===== config.mk =====
export PLATFORM = sky130hd
export DESIGN_NAME = sd_cmd_engine
export DESIGN_NICKNAME = d
export VERILOG_FILES = /design/src/rtl/sd_cmd_pkg.sv /design/src/rtl/sd_cmd_frame.sv /design/src/rtl/sd_cmd_tx.sv /design/src/rtl/sd_resp_rx.sv /design/src/rtl/sd_cmd_engine.sv
export SDC_FILE = /design/constraint.sdc
export NUM_CORES = 1
export LEC_CHECK = 0
export ABC_AREA = 1
export BUFFER_PORTS_ARGS = -buffer_cell sky130_fd_sc_hd__buf_4
export CORE_ASPECT_RATIO = 1.2
export CORE_MARGIN = 2
export CORE_UTILIZATION = 50
export DETAILED_ROUTE_END_ITERATION = 10
export PLACE_DENSITY_LB_ADDON = 0.05
export RECOVER_POWER = 50
export SLEW_MARGIN = 20
export SYNTH_ARGS = -nofsm -noshare
export SYNTH_HDL_FRONTEND = slang
export SYNTH_SLANG_ARGS = --single-unit
export TNS_END_PERCENT = 50

===== constraint.sdc =====
create_clock -name clk -period 3.6 [get_ports clk]
set_input_delay 0.72 -clock clk [delete_from_list [all_inputs] [get_ports clk]]
set_output_delay 0.72 -clock clk [all_outputs]
set_load 0.005 [all_outputs]

===== src/rtl/sd_cmd_pkg.sv =====
package sd_cmd_pkg;
  localparam int FRAME_W = 48;
  localparam int CRC_SPAN = 40;

  typedef enum logic [1:0] {ENG_IDLE, ENG_SEND, ENG_RESP} eng_state_t;
  typedef enum logic [2:0] {RX_OFF, RX_GAP, RX_HUNT, RX_RECV, RX_FIN, RX_TOUT} rx_state_t;

  // CRC7, polynomial x^7 + x^3 + 1, register starts at zero, MSB first
  function automatic logic [6:0] crc7_calc(input logic [CRC_SPAN-1:0] bits);
    logic [6:0] c;
    logic fb;
    c = '0;
    for (int i = CRC_SPAN - 1; i >= 0; i--) begin
      fb = bits[i] ^ c[6];
      c = {c[5:0], 1'b0};
      if (fb) c = c ^ 7'h09;
    end
    return c;
  endfunction
endpackage


===== src/rtl/sd_cmd_frame.sv =====
module sd_cmd_frame
  import sd_cmd_pkg::*;
(
  input  logic [5:0]  idx_i,
  input  logic [31:0] arg_i,
  output logic [15:0] w1_o,
  output logic [15:0] w2_o,
  output logic [15:0] w3_o
);
  logic [7:0] lead_byte;
  logic [7:0] tail_byte;
  logic [6:0] crc;

  always_comb begin
    lead_byte = 8'h40 | {2'b00, idx_i};
    crc       = crc7_calc({lead_byte, arg_i});
    tail_byte = {crc, 1'b1};
    w3_o      = {lead_byte, arg_i[31:24]};
    w2_o      = arg_i[23:8];
    w1_o      = {arg_i[7:0], tail_byte};
  end
endmodule


===== src/rtl/sd_cmd_tx.sv =====
module sd_cmd_tx #(
  parameter int FRAME_W = 48
) (
  input  logic               clk,
  input  logic               rst_n,
  input  logic               ce_i,
  input  logic               load_i,
  input  logic [FRAME_W-1:0] frame_i,
  output logic               line_o,
  output logic               oe_o,
  output logic               done_o
);
  localparam int CW = $clog2(FRAME_W);

  logic [FRAME_W-1:0] sh;
  logic [CW-1:0]      cnt;
  logic               act;

  always_ff @(posedge clk or negedge rst_n) begin
    if (!rst_n) begin
      sh  <= '0;
      cnt <= '0;
      act <= 1'b0;
    end else if (load_i) begin
      sh  <= frame_i;
      cnt <= CW'(FRAME_W - 1);
      act <= 1'b1;
    end else if (act && ce_i) begin
      sh <= {sh[FRAME_W-2:0], 1'b0};
      if (cnt == '0) act <= 1'b0;
      else           cnt <= cnt - 1'b1;
    end
  end

  assign line_o = act ? sh[FRAME_W-1] : 1'b1;
  assign oe_o   = act;
  assign done_o = act && ce_i && (cnt == '0);
endmodule


===== src/rtl/sd_resp_rx.sv =====
module sd_resp_rx
  import sd_cmd_pkg::*;
#(
  parameter int TMO_W   = 12,
  parameter int GAP     = 2,
  parameter int SHORT_W = 48,
  parameter int RW      = 128
) (
  input  logic             clk,
  input  logic             rst_n,
  input  logic             ce_i,
  input  logic             arm_i,
  input  logic             long_i,
  input  logic [TMO_W-1:0] limit_i,
  input  logic             line_i,
  output logic             done_o,
  output logic             tmo_o,
  output logic             crc_err_o,
  output logic [RW-1:0]    words_o
);
  localparam int LONG_W = RW + 8;
  localparam int LIM_W  = TMO_W + 4;
  localparam int BCW    = $clog2(LONG_W + 1);
  localparam int GCW    = $clog2(GAP + 1);

  rx_state_t         st;
  logic [GCW-1:0]    gcnt;
  logic [LIM_W-1:0]  tcnt;
  logic [BCW-1:0]    left;
  logic [LONG_W-1:0] sreg;
  logic              long_q;
  logic [LIM_W-1:0]  lim_full;

  assign lim_full = {limit_i, 4'b0000};

  always_ff @(posedge clk or negedge rst_n) begin
    if (!rst_n) begin
      st     <= RX_OFF;
      gcnt   <= '0;
      tcnt   <= '0;
      left   <= '0;
      sreg   <= '0;
      long_q <= 1'b0;
    end else begin
      case (st)
        RX_OFF: if (arm_i) begin
          st     <= RX_GAP;
          gcnt   <= GCW'(GAP);
          long_q <= long_i;
        end
        RX_GAP: if (ce_i) begin
          if (gcnt == GCW'(1)) begin
            st   <= RX_HUNT;
            tcnt <= '0;
          end else begin
            gcnt <= gcnt - 1'b1;
          end
        end
        RX_HUNT: if (ce_i) begin
          if (!line_i) begin
            st   <= RX_RECV;
            sreg <= '0;
            left <= long_q ? BCW'(LONG_W - 1) : BCW'(SHORT_W - 1);
          end else if (tcnt == lim_full) begin
            st <= RX_TOUT;
          end else begin
            tcnt <= tcnt + 1'b1;
          end
        end
        RX_RECV: if (ce_i) begin
          sreg <= {sreg[LONG_W-2:0], line_i};
          left <= left - 1'b1;
          if (left == BCW'(1)) st <= RX_FIN;
        end
        default: st <= RX_OFF;
      endcase
    end
  end

  assign done_o = (st == RX_FIN);
  assign tmo_o  = (st == RX_TOUT);

  always_comb begin
    crc_err_o = done_o && !long_q &&
                (crc7_calc(sreg[SHORT_W-1:8]) != sreg[7:1]);
    if (long_q) words_o = {sreg[RW-1:8], 8'h00};
    else        words_o = RW'(sreg[SHORT_W-1:0]);
  end
endmodule


===== src/rtl/sd_cmd_engine.sv =====
module sd_cmd_engine
  import sd_cmd_pkg::*;
#(
  parameter int TMO_W      = 12,
  parameter int RESP_WORDS = 8,
  parameter int GAP_CE     = 2
) (
  input  logic                     clk,
  input  logic                     rst_n,
  input  logic                     card_ce,
  input  logic                     cmd_valid,
  output logic                     cmd_ready,
  input  logic [5:0]               cmd_index,
  input  logic [31:0]              cmd_arg,
  input  logic [1:0]               cmd_resp_kind,
  input  logic                     cmd_tag,
  input  logic [TMO_W-1:0]         tmo_limit,
  output logic                     cmd_line_o,
  output logic                     cmd_line_oe,
  input  logic                     cmd_line_i,
  output logic [15:0]              stage_w1,
  output logic [15:0]              stage_w2,
  output logic [15:0]              stage_w3,
  output logic [RESP_WORDS*16-1:0] resp_words,
  output logic                     st_idle,
  output logic                     st_resp_ok,
  output logic                     st_timeout,
  output logic                     st_crc_err,
  output logic                     st_busy,
  output logic                     st_tag
);
  localparam int RW = RESP_WORDS * 16;

  eng_state_t       state;
  logic [15:0]      f_w1, f_w2, f_w3;
  logic             accept, tx_done, need_q, long_q, tag_q;
  logic [TMO_W-1:0] tmo_q;
  logic             rx_done, rx_tmo, rx_crc_err;
  logic [RW-1:0]    rx_words;
  logic             need_resp;

  sd_cmd_frame u_frame (
    .idx_i (cmd_index),
    .arg_i (cmd_arg),
    .w1_o  (f_w1),
    .w2_o  (f_w2),
    .w3_o  (f_w3)
  );

  assign cmd_ready = (state == ENG_IDLE);
  assign st_idle   = (state == ENG_IDLE);
  assign accept    = cmd_valid && cmd_ready;
  assign need_resp = (cmd_resp_kind != 2'b00) &&
                     !((cmd_index == 6'd7) && (cmd_arg == 32'd0));

  sd_cmd_tx #(.FRAME_W(FRAME_W)) u_tx (
    .clk     (clk),
    .rst_n   (rst_n),
    .ce_i    (card_ce),
    .load_i  (accept),
    .frame_i ({f_w3, f_w2, f_w1}),
    .line_o  (cmd_line_o),
    .oe_o    (cmd_line_oe),
    .done_o  (tx_done)
  );

  sd_resp_rx #(.TMO_W(TMO_W), .GAP(GAP_CE), .SHORT_W(FRAME_W), .RW(RW)) u_rx (
    .clk       (clk),
    .rst_n     (rst_n),
    .ce_i      (card_ce),
    .arm_i     (tx_done && need_q),
    .long_i    (long_q),
    .limit_i   (tmo_q),
    .line_i    (cmd_line_i),
    .done_o    (rx_done),
    .tmo_o     (rx_tmo),
    .crc_err_o (rx_crc_err),
    .words_o   (rx_words)
  );

  always_ff @(posedge clk or negedge rst_n) begin
    if (!rst_n) begin
      state      <= ENG_IDLE;
      stage_w1   <= '0;
      stage_w2   <= '0;
      stage_w3   <= '0;
      resp_words <= '0;
      st_resp_ok <= 1'b0;
      st_timeout <= 1'b0;
      st_crc_err <= 1'b0;
      st_busy    <= 1'b0;
      st_tag     <= 1'b0;
      need_q     <= 1'b0;
      long_q     <= 1'b0;
      tag_q      <= 1'b0;
      tmo_q      <= '0;
    end else begin
      if (cmd_valid && !cmd_ready) st_busy <= 1'b1;
      case (state)
        ENG_IDLE: if (accept) begin
          state      <= ENG_SEND;
          stage_w1   <= f_w1;
          stage_w2   <= f_w2;
          stage_w3   <= f_w3;
          resp_words <= '0;
          st_resp_ok <= 1'b0;
          st_timeout <= 1'b0;
          st_crc_err <= 1'b0;
          st_busy    <= 1'b0;
          need_q     <= need_resp;
          long_q     <= cmd_resp_kind[1];
          tag_q      <= cmd_tag;
          tmo_q      <= tmo_limit;
        end
        ENG_SEND: if (tx_done) begin
          if (need_q) begin
            state <= ENG_RESP;
          end else begin
            state      <= ENG_IDLE;
            st_resp_ok <= 1'b1;
            st_tag     <= tag_q;
          end
        end
        ENG_RESP: begin
          if (rx_done) begin
            state      <= ENG_IDLE;
            resp_words <= rx_words;
            st_crc_err <= rx_crc_err;
            st_resp_ok <= 1'b1;
            st_tag     <= tag_q;
          end else if (rx_tmo) begin
            state      <= ENG_IDLE;
            st_timeout <= 1'b1;
            st_tag     <= tag_q;
          end
        end
        default: state <= ENG_IDLE;
      endcase
    end
  end
endmodule


==> flow_metrics.py, run 1 <==
metrics = {
    "logic_synthesis": {
        "yosys_warnings": 0,
        "synth-main-ff-cell": "dfrtp_1",
        "ys_seq_area_share_pct": 54.9,
        "syn_nets": 2207,
        "synth_cell_types": 48,
        "synthCells": 2139,
        "syn_avg_cell_area_um2": 8.71,
        "synthArstFlopShare_pct": 100,
        "synth_edf_count": 0,
        "ys_ff_latch": 409,
        "synth_area_mm2": 0.0186,
    },
    "setup_path": {
        "crit_path_end": "st_crc_err$_DFFE_PN0P_",
        "slowest_delay_ns": 0.40,
        "crit_fanout": 6,
        "reg2reg_from": "u_rx.sreg[45]$_DFFE_PN0P_",
        "crit_path_start_kind": "flip-flop",
        "arrival_ns": 3.63,
        "r2r_end": "st_crc_err$_DFFE_PN0P_",
        "cp_top_family": "simple AND/OR/NAND/NOR gates",
        "critPathSlowestCell": "dfrtp_1",
        "end_kind": "flip-flop",
        "critPathLaunch": "u_rx.sreg[45]$_DFFE_PN0P_",
        "reg2reg_depth": 28,
        "critPathRequiredTime_ns": 4.04,
        "path_depth": 28,
        "crit_buf_inv": 4,
        "cpMostUsedCell": "nand2_1",
        "r2r_setup_slack_ns": 0.41,
        "path_class": "reg2reg",
    },
    "timing": {
        "fin_skew_ns": 0.0164,
        "worst_slew_pin_slew_ns": 1.85,
        "finalHoldViolations": 0,
        "setup_viol": 0,
        "finalMaxSlewViolations": 71,
        "setup_tns_ns": 0,
        "rsz0062_at_grt": "no",
        "finalCriticalPeriod_ns": 3.19,
        "fmax_mhz": 313,
        "slew_headroom_pct": -23.3,
        "fin_crit_sh_pct": 88.7,
    },
    "detailed_routing": {
        "routedWlPerCell_um": 16.3,
        "ant_nets": 0,
        "viasPerCell": 5.40,
        "drt_iter0_drc": 985,
        "dr.pass1.iters": 5,
        "drc": 0,
        "vias": 15400,
        "drt-total-wl_um": 46600,
    },
    "grt": {
        "antenna_found_initial": 0,
        "grt_pass1_vias": 15200,
        "grt_pass1_wl_um": 77700,
        "grt.total_usage_pct": 24.1,
        "grt_start_max_net_pins": 128,
        "overflow": 0,
    },
    "finish": {
        "num_antenna_cells": 0,
        "layout-drive-gt1-share_pct": 15.2,
        "syn_to_final_growth_pct": 18.5,
        "fill_cells": 3338,
        "fin_nets": 2423,
    },
    "die": {
        "die_h_um": 215,
        "die_width_um": 180,
        "dieArea_mm2": 0.0388,
        "ios": 243,
        "design.core.area_mm2": 0.0368,
        "start_util_pct": 50.6,
        "rows": 77,
    },
    "clock_tree": {
        "cts.path.max_buffers": 3,
        "path_clk_slew_ns": 0.06,
        "cts_setup_buffers": 0,
        "cts.sinks": 409,
        "clk_latency_ns": 0.54,
        "cts_hold_buffers": 0,
        "cts_resized": 0,
        "cts-root-buf": "clkbuf_16",
        "h-tree-depth": 2,
        "cts_tree": "yes",
        "cts_made_buffers": 41,
    },
    "status": {
        "outcome": "finished with violations",
        "violations": "max-capacitance violations, max-slew violations",
    },
    "min_path": {
        "worstHoldStart": "tmo_limit[4]",
        "hold_path.class": "in2reg",
    },
    "place": {
        "io_buffers": 241,
        "gp_congestion": 0.892,
        "dp.final_hpwl_um": 32700,
    },
    "flow_run": {
        "maxCapViolCount": 1,
    },
}
==> worst min-delay path by stage <==
stage,endpoint,slack [ns],cells after the start
final,tmo_q[4]$_DFFE_PN0P_,0.37,3
after global routing,tmo_q[2]$_DFFE_PN0P_,0.37,3
after CTS,resp_words[59]$_DFFE_PN0P_,0.16,1
after detailed placement,stage_w1[8]$_DFFE_PN0P_,0.47,2
after global placement,stage_w2[5]$_DFFE_PN0P_,0.47,2
after floorplan,async pin,0.42,0
==> flip-flops by register name (all words and copies together), names as in the netlist, 6 cells and up, named ones only <==
register / count
stage_w3: 14
resp_words: 128
tmo_q: 12
stage_w2: 16
stage_w1: 16
u_rx.left: 8
u_rx.tcnt: 16
u_tx.cnt: 6
u_rx.sreg: 128
u_tx.sh: 48
==> synthesized netlist by cell type (3+ instances only) <==
cell / count / area (µm²)
a21oi_1: 21 / 105
a22oi_1: 7 / 52.6
buf_1: 7 / 26.3
buf_4: 3 / 22.5
clkbuf_1: 81 / 304
clkinv_1: 5 / 18.8
dfrtp_1: 409 / 10200
ha_1: 10 / 125
inv_1: 266 / 998
inv_2: 10 / 37.5
nand2_1: 663 / 2490
nand2_2: 23 / 144
nand3_1: 127 / 636
nand3_2: 5 / 50.1
nand3b_1: 6 / 45.0
nand4_1: 8 / 50.1
nor2_1: 54 / 203
nor3_1: 16 / 80.1
nor3b_1: 3 / 22.5
nor4_1: 7 / 43.8
o211ai_1: 7 / 52.6
o21a_1: 3 / 22.5
o21ai_0: 53 / 265
o221ai_1: 30 / 263
o22ai_1: 130 / 813
o31ai_1: 120 / 901
xnor2_1: 18 / 158
xnor2_2: 3 / 48.8
xor2_1: 17 / 149
xor2_2: 5 / 81.3
==> layout make-up <==
class	instances	area (µm²)	area share, %
Inverter	281	1060	4.81
Timing Repair Buffer	265	1980	8.96
Tap cell	474	593	2.68
Clock buffer	64	1190	5.41
Sequential cell	409	10200	46.3
Multi-Input combinational cell	1357	6990	31.7
Clock inverter	6	33.8	0.153
==> logic make-up (layout without fill, tap and decap cells) <==
kind of cell,count (synthesis),after routing,share of synthesized area [%]
buffers and inverters,373,616,7.58
adders and majority gates,10,10,0.671
DFF,409,409,54.9
and+or+nand+nor,921,921,20.6
AOI/OAI and AO/OA,380,380,13.7
other,1,1,0.0201
xor gates and xnor gates,44,44,2.49
muxes,1,1,0.0604
==> layer usage <==
metal	track usage, %	up-vias	share of wire, %
met5	0	-	0
met4	7.26	0	2.5
met3	3.88	77	4.7
met2	40.6	338	49
met1	32.3	7502	44
li1	-	7504	-
==> tightest hold or removal path: cells and delay by family <==
family        cells  cell delay [ns]
simple gates      2             0.08
buf+inv           1             0.07
==> layout by cell type, fill, tap and decap left out, drive strengths merged <==
cell / n
nand2: 686
dfrtp: 409
inv: 277
buf: 165
clkbuf: 164
nand3: 132
o22ai: 130
o31ai: 120
nor2: 56
o21ai: 54
o221ai: 30
a21oi: 22
xnor2: 22
xor2: 22
nor3: 17
ha: 10
clkinv: 10
nand4: 8
a22oi: 7
o211ai: 7
nor4: 7
nand3b: 6
nor3b: 4
o21a: 3
or4: 2
a211oi: 2
or2: 2
a32oi: 2
a221oi: 1
a31oi: 1
mux2: 1
and3: 1
o211a: 1
conb: 1
==> per-stage QoR <==
stage          hold WS (ns)  util, %  setup slack (ns)  std cells  area, µm²
3_3_place_gp          0.465     57.0             0.438       2786      21000
6_report              0.372     60.0             0.406       2856      22100
2_1_floorplan         0.424        -             0.808       2139      18600
3_5_place_dp          0.467     57.0             0.293       2786      21000
5_1_grt               0.371     60.0            0.0559       2856      22100
4_1_cts               0.164     60.3             0.474       2856      22200
Power of run 1 is left out: the tool's default activity adds up to more than one toggle a clock period on the data nets, which glitch-free logic cannot reach.
==> run 2: changes to the inputs <==
SKIP_LAST_GASP = 1   (was not set)
SYNTH_HIERARCHICAL = 1   (was not set)
==> flow_metrics.py, run 2 <==
metrics = {
    "status": {
        "outcome": "finished with violations",
        "violations": "max-capacitance violations, max-slew violations",
    },
    "finish": {
        "top_regs": "resp_words (128), u_rx/sreg (128), u_tx/sh (48)",
        "mostFrequentLayoutCell": "nand2_1",
        "num_antenna_cells": 0,
        "layout-drive-gt1-share_pct": 17.0,
        "layout_common_cells": "nand2_1 (684), inv_1 (487), dfrtp_1 (407)",
        "syn_to_final_growth_pct": 14.1,
        "fin_nets": 2955,
    },
    "setup_path": {
        "crit_path_start_kind": "flip-flop",
        "crit_buf_inv": 4,
        "slowest_delay_ns": 0.44,
        "r2r_setup_slack_ns": 0.46,
        "arrival_ns": 3.57,
        "critPathSlowestCell": "dfrtp_2",
        "cpMostUsedCell": "nand2_1",
        "reg2reg_from": "u_rx/sreg[46]$_DFFE_PN0P_",
        "crit_fanout": 5,
        "cp_top_family": "simple AND/OR/NAND/NOR gates",
        "critPathRequiredTime_ns": 4.03,
        "r2r_end": "st_crc_err$_DFFE_PN0P_",
        "end_kind": "flip-flop",
        "path_class": "reg2reg",
        "reg2reg_depth": 32,
    },
    "detailed_routing": {
        "routedWlPerCell_um": 14.7,
        "drt_iter0_drc": 909,
        "drt-total-wl_um": 51000,
        "dr.pass1.iters": 7,
        "ant_nets": 0,
        "vias": 17600,
        "viasPerCell": 5.08,
        "drc": 0,
    },
    "logic_synthesis": {
        "yosys_warnings": 6,
        "synth-main-ff-cell": "dfrtp_1",
        "synth_area_leaders": "dfrtp_1 (48%), nand2_1 (12%), inv_1 (8.6%)",
        "yosysMostFrequentCell": "nand2_1",
        "synth_area_mm2": 0.0216,
        "ys_ff_latch": 411,
        "ys_seq_area_share_pct": 47.7,
        "synth_edf_count": 0,
        "yosys.area.top_type": "dfrtp_1",
        "synthCells": 2775,
        "synth_common_cells": "nand2_1 (684), inv_1 (491), dfrtp_1 (411)",
        "syn_avg_cell_area_um2": 7.77,
        "synth_cell_types": 49,
        "synth_top_area_share_pct": 47.7,
        "synthArstFlopShare_pct": 100,
    },
    "timing": {
        "slew_headroom_pct": -16.7,
        "fmax_mhz": 318,
        "finalHoldViolations": 0,
        "rsz0062_at_grt": "no",
        "fin_skew_ns": 0.0130,
        "finalMaxSlewViolations": 99,
        "setup_tns_ns": 0,
        "fin_crit_sh_pct": 87.2,
        "finalCriticalPeriod_ns": 3.14,
        "worst_slew_pin_slew_ns": 1.75,
        "setup_viol": 0,
    },
    "clock_tree": {
        "cts.path.max_buffers": 3,
        "cts_tree": "yes",
        "cts_setup_buffers": 0,
        "cts.sinks": 411,
        "clk_latency_ns": 0.57,
        "cts_made_buffers": 44,
        "h-tree-depth": 2,
        "cts-root-buf": "clkbuf_16",
        "path_clk_slew_ns": 0.06,
    },
    "die": {
        "die_h_um": 231,
        "rows": 83,
        "design.core.area_mm2": 0.0427,
        "die_width_um": 194,
        "ios": 243,
        "start_util_pct": 50.5,
        "dieArea_mm2": 0.0448,
    },
    "flow_run": {
        "maxCapViolCount": 3,
    },
    "grt": {
        "grt_start_max_net_pins": 139,
        "overflow": 0,
        "grt_pass1_vias": 17300,
        "grt.total_usage_pct": 22.9,
        "grt_pass1_wl_um": 85600,
        "antenna_found_initial": 0,
    },
    "place": {
        "gp_congestion": 0.872,
        "io_buffers": 242,
        "dp.final_hpwl_um": 35300,
    },
    "min_path": {
        "worstHoldStart": "tmo_limit[3]",
        "min_delay_path_depth": 3,
        "hold_path.class": "in2reg",
        "min_to": "tmo_q[3]$_DFFE_PN0P_",
    },
}
==> run 2: cell types whose count changed after synthesis, moves of 24 or more <==
cell      previous run  this run
buf_4                3        89
nand3_1            127       249
o21ai_1              1        63
o31ai_1            120         3
a21oi_1             21        56
inv_1              266       491
nor3_1              16        51
buf_2                1        25
o221ai_1            30         0
o21ai_0             53       126
nand2_2             23        83
==> run 2: layer usage <==
metal	global-route usage [%]	routed length, µm
met1	30.7	23300
met2	38.8	24300
met3	3.32	2200
met4	6.58	1190
met5	0	0
==> run 2: cell families after synthesis <==
group	Yosys count	share of synthesized area, %
buffers and inverters	719	14.8
XOR/XNOR	26	1.09
other	2	0.0348
AND/OR/NAND/NOR	1201	25.0
adder cells (fa/ha/maj)	11	0.639
AO/OA/AOI/OAI	405	10.7
flip-flops	411	47.7
==> run 2: cell type report <==
| cell class | instances | area (µm²) |
|---|---|---|
| Timing Repair Buffer | 261 | 2000 |
| Multi-Input combinational cell | 1646 | 8100 |
| Clock buffer | 65 | 1300 |
| Fill cell | 4011 | 18100 |
| Sequential cell | 411 | 10300 |
| Clock inverter | 16 | 238 |
| Tap cell | 552 | 691 |
| Inverter | 522 | 1970 |
==> run 2: how the worst max path moves through the flow <==
stage                                   start                      to  slack (ns)  depth (start not counted)
floorplan                         cmd_arg[30]  u_tx/sh[6]$_DFFE_PN0P_        0.89                         27
global placement                  cmd_arg[30]  u_tx/sh[4]$_DFFE_PN0P_        0.45                         29
detailed placement               cmd_index[2]  u_tx/sh[4]$_DFFE_PN0P_        0.38                         29
global route        u_rx/sreg[46]$_DFFE_PN0P_  st_crc_err$_DFFE_PN0P_        0.01                         32
finish              u_rx/sreg[46]$_DFFE_PN0P_  st_crc_err$_DFFE_PN0P_        0.46                         32
CTS                 u_rx/sreg[46]$_DFFE_PN0P_  st_crc_err$_DFFE_PN0P_        0.43                         30
==> run 2: timing repair <==
item                                    CTS  global route
hold buffers                              0             0
endpoints found under the setup margin    0             1
gates resized for setup                   0             8
==> run 2: tightest hold or removal path, delay by kind of cell <==
kind,cells,cell delay [ns]
buffers and inverters,1,0.08
AND/OR/NAND/NOR,2,0.08
==> run 2: metrics by stage <==
step,setup WS [ns],utilization [%],area [µm²],instances,hold slack (ns)
after CTS,0.426,57.8,24700,3473,0.119
after global routing,0.00952,57.6,24600,3473,0.339
after global placement,0.447,54.2,23100,3392,0.464
final,0.459,57.6,24600,3473,0.355
after detailed placement,0.383,54.2,23100,3392,0.466
after floorplan,0.892,-,21600,2776,0.424
Power of run 2 is left out for the same reason.
